--- config.mk ---
export PLATFORM = sky130hd
export DESIGN_NAME = itmr_top
export DESIGN_NICKNAME = d
export VERILOG_FILES = /design/src/rtl/itmr_pkg.sv /design/src/rtl/itmr_bus_dec.sv /design/src/rtl/itmr_core.sv /design/src/rtl/itmr_irq.sv /design/src/rtl/itmr_top.sv
export SDC_FILE = /design/constraint.sdc
export NUM_CORES = 1
export LEC_CHECK = 0
export ABC_AREA = 1
export BUFFER_PORTS_ARGS = -buffer_cell sky130_fd_sc_hd__buf_2
export CAP_MARGIN = 10
export CORE_UTILIZATION = 59
export CTS_CLUSTER_DIAMETER = 200
export DETAILED_ROUTE_END_ITERATION = 7
export GPL_ROUTABILITY_DRIVEN = 0
export PLACE_DENSITY = 0.78
export SLEW_MARGIN = 0
export SYNTH_ARGS = -nofsm -noshare
export SYNTH_HDL_FRONTEND = slang
export SYNTH_HIERARCHICAL = 1
export SYNTH_SLANG_ARGS = --single-unit
--- constraint.sdc ---
create_clock -name clk_i -period 1.4 [get_ports clk_i]
set_input_delay 0.28 -clock clk_i [delete_from_list [all_inputs] [get_ports clk_i]]
set_output_delay 0.28 -clock clk_i [all_outputs]
set_load 0.01 [all_outputs]
--- src/rtl/itmr_pkg.sv ---
package itmr_pkg;
  localparam int unsigned ADDR_W = 3;

  localparam logic [ADDR_W-1:0] A_CNT_LO = 3'd0;
  localparam logic [ADDR_W-1:0] A_CNT_HI = 3'd1;
  localparam logic [ADDR_W-1:0] A_LAT_LO = 3'd2;
  localparam logic [ADDR_W-1:0] A_LAT_HI = 3'd3;
  localparam logic [ADDR_W-1:0] A_CTRL   = 3'd4;
  localparam logic [ADDR_W-1:0] A_STAT   = 3'd5;

  localparam int unsigned CTRL_MODE_BIT = 0;
  localparam int unsigned CTRL_IE_BIT   = 1;
  localparam int unsigned STAT_FLAG_BIT = 0;

  typedef struct packed {
    logic load;
    logic lat_lo_wr;
    logic lat_hi_wr;
    logic ctrl_wr;
    logic stat_wr;
    logic cnt_rd;
  } bus_strb_t;
endpackage

--- src/rtl/itmr_bus_dec.sv ---
module itmr_bus_dec
  import itmr_pkg::*;
#(
  parameter int unsigned DATA_W = 8,
  localparam int unsigned CNT_W = 2 * DATA_W
) (
  input  logic              sel_i,
  input  logic              wr_i,
  input  logic [ADDR_W-1:0] addr_i,
  input  logic [CNT_W-1:0]  cnt_i,
  input  logic [CNT_W-1:0]  lat_i,
  input  logic              mode_i,
  input  logic              ie_i,
  input  logic              flag_i,
  output bus_strb_t         strb_o,
  output logic [DATA_W-1:0] rdata_o
);
  logic wr_en, rd_en;
  assign wr_en = sel_i & wr_i;
  assign rd_en = sel_i & ~wr_i;

  always_comb begin
    strb_o           = '0;
    strb_o.load      = wr_en && (addr_i == A_CNT_HI);
    strb_o.lat_lo_wr = wr_en && (addr_i == A_CNT_LO || addr_i == A_LAT_LO);
    strb_o.lat_hi_wr = wr_en && (addr_i == A_CNT_HI || addr_i == A_LAT_HI);
    strb_o.ctrl_wr   = wr_en && (addr_i == A_CTRL);
    strb_o.stat_wr   = wr_en && (addr_i == A_STAT);
    strb_o.cnt_rd    = rd_en && (addr_i == A_CNT_LO);
  end

  always_comb begin
    rdata_o = '0;
    if (rd_en) begin
      case (addr_i)
        A_CNT_LO: rdata_o = cnt_i[DATA_W-1:0];
        A_CNT_HI: rdata_o = cnt_i[CNT_W-1:DATA_W];
        A_LAT_LO: rdata_o = lat_i[DATA_W-1:0];
        A_LAT_HI: rdata_o = lat_i[CNT_W-1:DATA_W];
        A_CTRL: begin
          rdata_o[CTRL_MODE_BIT] = mode_i;
          rdata_o[CTRL_IE_BIT]   = ie_i;
        end
        A_STAT: rdata_o[STAT_FLAG_BIT] = flag_i;
        default: rdata_o = '0;
      endcase
    end
  end
endmodule

--- src/rtl/itmr_core.sv ---
module itmr_core
  import itmr_pkg::*;
#(
  parameter int unsigned DATA_W = 8,
  localparam int unsigned CNT_W = 2 * DATA_W
) (
  input  logic              clk_i,
  input  logic              rst_ni,
  input  bus_strb_t         strb_i,
  input  logic [DATA_W-1:0] wdata_i,
  input  logic              free_run_i,
  output logic [CNT_W-1:0]  cnt_o,
  output logic [CNT_W-1:0]  lat_o,
  output logic              armed_o,
  output logic              wrap_o,
  output logic              hit_o
);
  logic [CNT_W-1:0] cnt_q, lat_q;
  logic             armed_q, wrap_q;
  logic             at_zero;

  assign at_zero = (cnt_q == '0);

  always_ff @(posedge clk_i or negedge rst_ni) begin
    if (!rst_ni) begin
      lat_q   <= '0;
      cnt_q   <= '0;
      armed_q <= 1'b0;
      wrap_q  <= 1'b0;
    end else begin
      if (strb_i.lat_lo_wr) lat_q[DATA_W-1:0]     <= wdata_i;
      if (strb_i.lat_hi_wr) lat_q[CNT_W-1:DATA_W] <= wdata_i;
      if (strb_i.load) begin
        cnt_q   <= {wdata_i, lat_q[DATA_W-1:0]};
        armed_q <= 1'b1;
        wrap_q  <= 1'b0;
      end else if (wrap_q && free_run_i) begin
        cnt_q  <= lat_q;
        wrap_q <= 1'b0;
      end else begin
        cnt_q  <= cnt_q - 1'b1;
        wrap_q <= at_zero;
        // one-shot: disarm after the single expiry
        if (at_zero && !free_run_i) armed_q <= 1'b0;
      end
    end
  end

  assign hit_o   = at_zero && armed_q && !strb_i.load;
  assign cnt_o   = cnt_q;
  assign lat_o   = lat_q;
  assign armed_o = armed_q;
  assign wrap_o  = wrap_q;
endmodule

--- src/rtl/itmr_irq.sv ---
module itmr_irq
  import itmr_pkg::*;
(
  input  logic      clk_i,
  input  logic      rst_ni,
  input  bus_strb_t strb_i,
  input  logic      mode_d_i,
  input  logic      ie_d_i,
  input  logic      clr_d_i,
  input  logic      hit_i,
  output logic      mode_o,
  output logic      ie_o,
  output logic      flag_o,
  output logic      irq_no
);
  logic mode_q, ie_q, flag_q, clr_req;

  assign clr_req = strb_i.load | strb_i.cnt_rd | (strb_i.stat_wr & clr_d_i);

  always_ff @(posedge clk_i or negedge rst_ni) begin
    if (!rst_ni) begin
      mode_q <= 1'b0;
      ie_q   <= 1'b0;
      flag_q <= 1'b0;
    end else begin
      if (strb_i.ctrl_wr) begin
        mode_q <= mode_d_i;
        ie_q   <= ie_d_i;
      end
      if (hit_i)        flag_q <= 1'b1;
      else if (clr_req) flag_q <= 1'b0;
    end
  end

  assign mode_o = mode_q;
  assign ie_o   = ie_q;
  assign flag_o = flag_q;
  assign irq_no = ~(flag_q & ie_q);
endmodule

--- src/rtl/itmr_top.sv ---
module itmr_top
  import itmr_pkg::*;
#(
  parameter int unsigned DATA_W = 8,
  localparam int unsigned CNT_W = 2 * DATA_W
) (
  input  logic              clk_i,
  input  logic              rst_ni,
  input  logic              sel_i,
  input  logic              wr_i,
  input  logic [ADDR_W-1:0] addr_i,
  input  logic [DATA_W-1:0] wdata_i,
  output logic [DATA_W-1:0] rdata_o,
  output logic              irq_no
);
  bus_strb_t        strb;
  logic [CNT_W-1:0] cnt, lat;
  logic             armed, wrap, hit, mode, ie, flag;

  itmr_bus_dec #(.DATA_W(DATA_W)) u_dec (
    .sel_i  (sel_i),
    .wr_i   (wr_i),
    .addr_i (addr_i),
    .cnt_i  (cnt),
    .lat_i  (lat),
    .mode_i (mode),
    .ie_i   (ie),
    .flag_i (flag),
    .strb_o (strb),
    .rdata_o(rdata_o)
  );

  itmr_core #(.DATA_W(DATA_W)) u_core (
    .clk_i     (clk_i),
    .rst_ni    (rst_ni),
    .strb_i    (strb),
    .wdata_i   (wdata_i),
    .free_run_i(mode),
    .cnt_o     (cnt),
    .lat_o     (lat),
    .armed_o   (armed),
    .wrap_o    (wrap),
    .hit_o     (hit)
  );

  itmr_irq u_irq (
    .clk_i   (clk_i),
    .rst_ni  (rst_ni),
    .strb_i  (strb),
    .mode_d_i(wdata_i[CTRL_MODE_BIT]),
    .ie_d_i  (wdata_i[CTRL_IE_BIT]),
    .clr_d_i (wdata_i[STAT_FLAG_BIT]),
    .hit_i   (hit),
    .mode_o  (mode),
    .ie_o    (ie),
    .flag_o  (flag),
    .irq_no  (irq_no)
  );
endmodule

==> results.py, run 1 <==
metrics = {
    "global_route": {
        "antenna_found_initial": 0,
        "grt_pass1_wl_um": 11610,
        "grtUsageTotal": 0.3733,
        "overflow": 0,
        "grt_max_degree": 25,
        "grt_pass1_vias": 2488,
    },
    "timing": {
        "min_period_over_period": 1.140,
        "fin_crit_ns": 1.596,
        "max_freq_mhz": 626.6,
        "hold_violations": 0,
        "fin_ws_ns": -0.1958,
        "fin_skew_ns": 0.003570,
        "rsz0062_at_grt": "true",
        "drv_slew": 0,
        "setup_viol_count_final": 17,
        "slew_headroom": 0.7153,
        "finalSetupTns_ns": -2.068,
        "tightest_slew_ns": 0.4260,
    },
    "setup_path": {
        "start_kind": "flop",
        "crit_type": "flop to output pin",
        "cp-end-kind": "output pin",
        "critical_path.max_fanout": 2,
        "critPathRequiredTime_ns": 1.12,
        "reg2reg_depth": 8,
        "cp_data_arrival_time_ns": 1.32,
    },
    "logic_synthesis": {
        "synth_edf_count": 0,
        "async_flop_share": 1.000,
        "synth_area_leader_cell": "dfrtp_1",
        "synthCells": 333,
        "yosysWarnings": 6,
        "avgSynthCellArea_um2": 6.977,
        "synthFlopType": "dfrtp_1",
        "ys_ff_latch": 37,
        "synth_fp_nets": 349,
        "synth_common_cells": "nand2_1, nor2_1, dfrtp_1",
        "synth_area_um2": 2323,
        "yosysUniqueCellTypes": 27,
        "synth_top_area_share": 0.3985,
        "yosysSeqAreaShare": 0.3985,
        "yosysMostFrequentCell": "nand2_1",
        "ys_top_cells_by_area": "dfrtp_1, nand2_1, nor2_1",
    },
    "placement": {
        "portBuffers": 23,
        "place_ws_ns": -0.1320,
        "dp_hpwl_um": 4927,
    },
    "clocking": {
        "cts-buffers-inserted": 5,
        "cts_tree": "done",
        "cts_buffer_depth": 2,
        "htreeDepth": 2,
        "clkTransAtPathRegs_ns": 0.08,
        "clk_latency_ns": 0.30,
        "root_buffer": "clkbuf_8",
        "cts_num_sinks": 37,
    },
    "floorplan": {
        "ios": 24,
        "die_area_um2": 4193,
        "rows": 22,
        "start_util": 0.6253,
        "core_um2": 3716,
        "fp.dieW_um": 64.76,
        "fp.dieH_um": 64.76,
    },
    "layout": {
        "regArea_um2": 925.9,
        "nets": 433,
        "antenna_cells": 0,
        "syn2layout_area_growth_pct": 40.12,
        "fillCellCount": 192,
        "multiInputGateArea_um2": 1325,
        "drive_gt1_frac": 0.3469,
    },
    "detailed_routing": {
        "vias_per_cell": 6.109,
        "first_iter_violations": 513,
        "ant_nets": 0,
        "wl_per_cell_um": 18.76,
        "drc_errors": 0,
        "vias": 2847,
        "wirelength_um": 8741,
        "dr.pass1.iters": 5,
    },
    "power_and_ir_drop": {
        "powerDensity_nw_per_um2": 1489,
        "p_leak_nw": 1.662,
        "vdd_drop_max_uv": 960.4,
    },
    "hold_path": {
        "hp-class": "input pin to flop",
        "min_path_cells": 3,
    },
    "status": {
        "violations": "negative setup slack",
        "status": "finished, violations left",
    },
    "job": {
        "cap_violations": 0,
    },
}
## metrics by stage
stage | util | power (mW) | hold WS (ns) | instance area, um2 | instances
final | 0.8761 | 4.848 | 0.2114 | 3256 | 466
after detailed placement | 0.7505 | 3.119 | 0.2066 | 2789 | 434
after global placement | 0.7505 | 3.071 | 0.2043 | 2789 | 434
after floorplan | - | 2.495 | -0.01559 | 2335 | 333
after global routing | 0.8761 | 5.020 | 0.2331 | 3256 | 466
after CTS | 0.8374 | 4.418 | 0.2152 | 3112 | 460
## state kept, by name, summed over array words and instances (netlist names)
register        cells
u_core/armed_o      1
u_irq/mode_o        1
u_core/wrap_o       1
u_irq/ie_o          1
u_irq/flag_o        1
u_core/cnt_o       16
u_core/lat_o       16
## layer usage
layer / track usage / wire length, um / part of all wire / vias up
met5: 0 / 0 / 0 / -
met4: 0.1639 / 590 / 0.067 / 0
met3: 0.06514 / 944 / 0.11 / 74
met2: 0.6211 / 4064 / 0.46 / 248
met1: 0.4726 / 3141 / 0.36 / 1297
li1: - / - / - / 1228
## final cells by class
| type | count | area share |
|---|---|---|
| flip-flops and latches | 37 | 0.2844 |
| well taps | 48 | 0.01845 |
| clock buffers | 5 | 0.02114 |
| repair buffers | 84 | 0.2068 |
| multi-input cells | 248 | 0.4070 |
| clock inverters | 3 | 0.01422 |
| inverters | 41 | 0.04804 |
## placed cells by master, fill, tap and decap left out, types with 9 or more instances in the layout
cell type,instances
nand3_1,24
nor2_1,29
dfrtp_1,37
nor2_2,15
a21oi_1,9
inv_1,35
buf_6,10
nand4_1,11
nand2_2,14
buf_2,20
buf_4,48
nand2_1,93
o21ai_0,21
## critical path, cell delays in order, from the launching register on
cell,delay (ns)
dfrtp_1,0.38
buf_6,0.11
nand3_1,0.11
nand2_1,0.11
inv_1,0.05
a21oi_2,0.11
buf_2,0.15
## report_power, final
| part | total, mW | internal (mW) | switching [mW] |
|---|---|---|---|
| sequential | 1.70 | 1.38 | 0.323 |
| clock | 0.963 | 0.533 | 0.429 |
| combinational | 2.18 | 0.970 | 1.21 |
| total | 4.85 | 2.88 | 1.97 |
## cell families (layout without fill, tap and decap cells)
kind of cell / after synthesis / count (layout) / share of synthesized area
AND/OR/NAND/NOR: 202 / 202 / 0.3980
buffers and inverters: 48 / 133 / 0.08185
flip-flops: 37 / 37 / 0.3985
AO/OA/AOI/OAI: 36 / 36 / 0.07916
XOR/XNOR: 6 / 6 / 0.02262
multiplexers: 3 / 3 / 0.01454
adder cells (fa/ha/maj): 1 / 1 / 0.005384
## final timing paths
path                                    end            start  slack (ns)
hold / removal             u_core/cnt_o[14]       wdata_i[6]        0.21
max in group asynchronous   u_core/cnt_o[9]           rst_ni        0.53
setup reg to reg            u_core/cnt_o[9]  u_core/cnt_o[3]       -0.19
min in group asynchronous   u_core/lat_o[3]           rst_ni        0.42
hold reg to reg              u_core/armed_o   u_core/armed_o        0.54
setup / recovery                 rdata_o[0]  u_core/cnt_o[0]       -0.20
## what timing repair did
item / 4_1_cts / 5_1_grt
resized for setup: 21 / 30
pin swaps: 15 / 24
setup endpoints to repair: 12 / 22
hold buffers: 1 / 0
endpoints found under the hold margin: 13 / 0
setup buffers: 17 / 6
(Power assumes the default switching activity.)
==> inputs of run 2 (changes only) <==
--- a/config.mk
+++ b/config.mk
@@ -9,10 +9,11 @@
 export BUFFER_PORTS_ARGS = -buffer_cell sky130_fd_sc_hd__buf_2
 export CAP_MARGIN = 10
 export CORE_UTILIZATION = 59
-export CTS_CLUSTER_DIAMETER = 200
+export CTS_CLUSTER_DIAMETER = 60
 export DETAILED_ROUTE_END_ITERATION = 7
 export GPL_ROUTABILITY_DRIVEN = 0
-export PLACE_DENSITY = 0.78
+export MAX_ROUTING_LAYER = met4
+export PLACE_DENSITY = 0.8
 export SLEW_MARGIN = 0
 export SYNTH_ARGS = -nofsm -noshare
 export SYNTH_HDL_FRONTEND = slang
==> run 2 against run 1 <==
Effect of this change:
- the run still ends with negative setup slack left
- register-to-register slack gained 0.14 ns
- cell count shrank 4.1%
- global-route usage shrank 1.4 points
- largest cell class unchanged
- power shrank 14%
- count of clock-buffer cells in the layout is the same
- worst hold slack gained 0.011 ns
- non-clock buffer count shrank 19
- combinational power shrank 25%
==> results.py, run 2 (synthesis results as in run 1) <==
metrics = {
    "layout": {
        "drive_gt1_frac": 0.2907,
        "final_cell_mix": "nand2_1, nor2_1, buf_4, inv_1, dfrtp_1",
        "layout_commonest_cell": "nand2_1",
        "fillCellCount": 238,
        "syn2layout_area_growth_pct": 29.46,
        "stdcell_count": 447,
        "nets": 414,
        "stdcell_area_um2": 3008,
        "antenna_cells": 0,
    },
    "power_and_ir_drop": {
        "total_power_mw": 4.153,
        "p_clk_frac": 0.184,
        "sequentialPowerShare": 0.425,
        "p_sw_frac": 0.4149,
        "combPwrFrac": 0.392,
        "p_leak_nw": 1.524,
        "vdd_drop_max_uv": 1060,
        "intPower_mw": 2.430,
        "powerDensity_nw_per_um2": 1381,
        "p_switching_mw": 1.723,
    },
    "clocking": {
        "cts_buffer_depth": 2,
        "cts_num_sinks": 37,
        "cts-buffers-inserted": 5,
        "clk_latency_ns": 0.29,
        "cts_tree": "done",
        "root_buffer": "clkbuf_8",
        "htreeDepth": 2,
        "clkTransAtPathRegs_ns": 0.08,
    },
    "floorplan": {
        "fp.dieH_um": 64.76,
        "fp.dieW_um": 64.76,
        "ios": 24,
        "start_util": 0.6253,
        "rows": 22,
        "die_area_um2": 4193,
        "core_um2": 3716,
    },
    "setup_path": {
        "timing.rr.end": "u_core/wrap_o",
        "crit_type": "flop to output pin",
        "cp_data_arrival_time_ns": 1.21,
        "r2r_slack_ns": -0.05,
        "critical_path.max_fanout": 2,
        "reg2reg_depth": 8,
        "start_kind": "flop",
        "r2r_start": "u_core/cnt_o[6]",
        "critPathRequiredTime_ns": 1.12,
        "cp-end-kind": "output pin",
    },
    "timing": {
        "hold_violations": 0,
        "min_period_over_period": 1.063,
        "max_freq_mhz": 671.9,
        "setup_viol_count_final": 14,
        "fin_crit_ns": 1.488,
        "fin_ws_ns": -0.08821,
        "fin_skew_ns": 0.008928,
        "rsz0062_at_grt": "true",
        "slew_headroom": 0.7805,
        "drv_slew": 0,
        "holdWs_ns": 0.2228,
        "tightest_slew_ns": 0.3285,
    },
    "hold_path": {
        "min_path_cells": 3,
        "hp-class": "input pin to flop",
        "whs_endpoint": "u_core/lat_o[14]",
        "hp-start": "wdata_i[6]",
    },
    "detailed_routing": {
        "first_iter_violations": 269,
        "vias": 2535,
        "wirelength_um": 7044,
        "ant_nets": 0,
        "dr.pass1.iters": 5,
        "vias_per_cell": 5.671,
        "drc_errors": 0,
        "wl_per_cell_um": 15.76,
    },
    "global_route": {
        "grt_pass1_vias": 2319,
        "grtUsageTotal": 0.3595,
        "overflow": 0,
        "antenna_found_initial": 0,
        "grt_max_degree": 38,
        "grt_pass1_wl_um": 10870,
    },
    "status": {
        "violations": "negative setup slack",
        "status": "finished, violations left",
    },
    "placement": {
        "place_ws_ns": -0.07876,
        "place_inst": 425,
        "portBuffers": 23,
        "placed_area_um2": 2709,
        "dp_hpwl_um": 4797,
    },
    "job": {
        "cap_violations": 0,
    },
}
-- run 2: changes by cell type in the layout (fill, tap and decap cells not counted), moves of 8 or more --
cell / delta
dfrtp_1: -8
dfrtp_2: +8
nor2_2: -10
buf_4: -12
nor2_1: +9
-- run 2: power by group through the flow --
stage	logic, mW	clock network (mW)	registers (mW)
2_1_floorplan	0.872	0	1.62
3_3_place_gp	1.23	0	1.73
3_5_place_dp	1.26	0	1.75
4_1_cts	1.46	0.765	1.73
5_1_grt	1.78	0.814	1.79
6_report	1.63	0.762	1.76
-- run 2: worst max-delay path by stage --
stage                     cells after the start  slack [ns]                to             from
after global placement                        9       -0.07        rdata_o[1]        addr_i[0]
final                                         6       -0.09        rdata_o[0]  u_core/cnt_o[0]
after CTS                                     5       -0.07        rdata_o[0]  u_core/cnt_o[8]
after detailed placement                      9       -0.08        rdata_o[6]        addr_i[2]
after global routing                          9       -0.18        rdata_o[6]        addr_i[2]
after floorplan                               6        0.05  u_core/cnt_o[12]        addr_i[1]
-- run 2: area by class of cell --
cell class,instances,area [um2],area share
clock inverters,3,22.52,0.007488
flip-flops and latches,37,935.9,0.3111
multi-input cells,248,1269,0.4218
inverters,41,156.4,0.05200
well taps,48,60.06,0.01997
clock buffers,5,68.82,0.02288
repair buffers,65,495.5,0.1647
-- run 2: layer usage --
| metal | track usage | part of all wire | up-vias |
|---|---|---|---|
| met5 | - | 0 | - |
| met4 | 0.1306 | 0.031 | 0 |
| met1 | 0.4481 | 0.41 | 1171 |
| met3 | 0.05106 | 0.072 | 27 |
| met2 | 0.5938 | 0.49 | 148 |
| li1 | - | - | 1189 |
-- run 2: worst max-delay path, cell delays in order, from the launching register on --
cell and delay [ns]:
dfrtp_1 0.40, buf_6 0.12, nand3_2 0.07, nand2_2 0.06, inv_1 0.03, a21oi_1 0.10
buf_2 0.14
-- run 2: what timing repair did --
item                                    CTS  global route
gates cloned                              0             0
pin swaps                                11            11
setup buffers                             9             4
resized for setup                        20            14
endpoints found under the hold margin    37             0
hold buffers                              1             0
endpoints found under the setup margin   13            19
-- run 2: stage by stage --
step | utilization | TNS, ns
after CTS | 0.7916 | -0.2265
after detailed placement | 0.7290 | -0.9374
after floorplan | - | 0
after global routing | 0.8094 | -1.908
after global placement | 0.7290 | -0.7190
final | 0.8094 | -0.8167
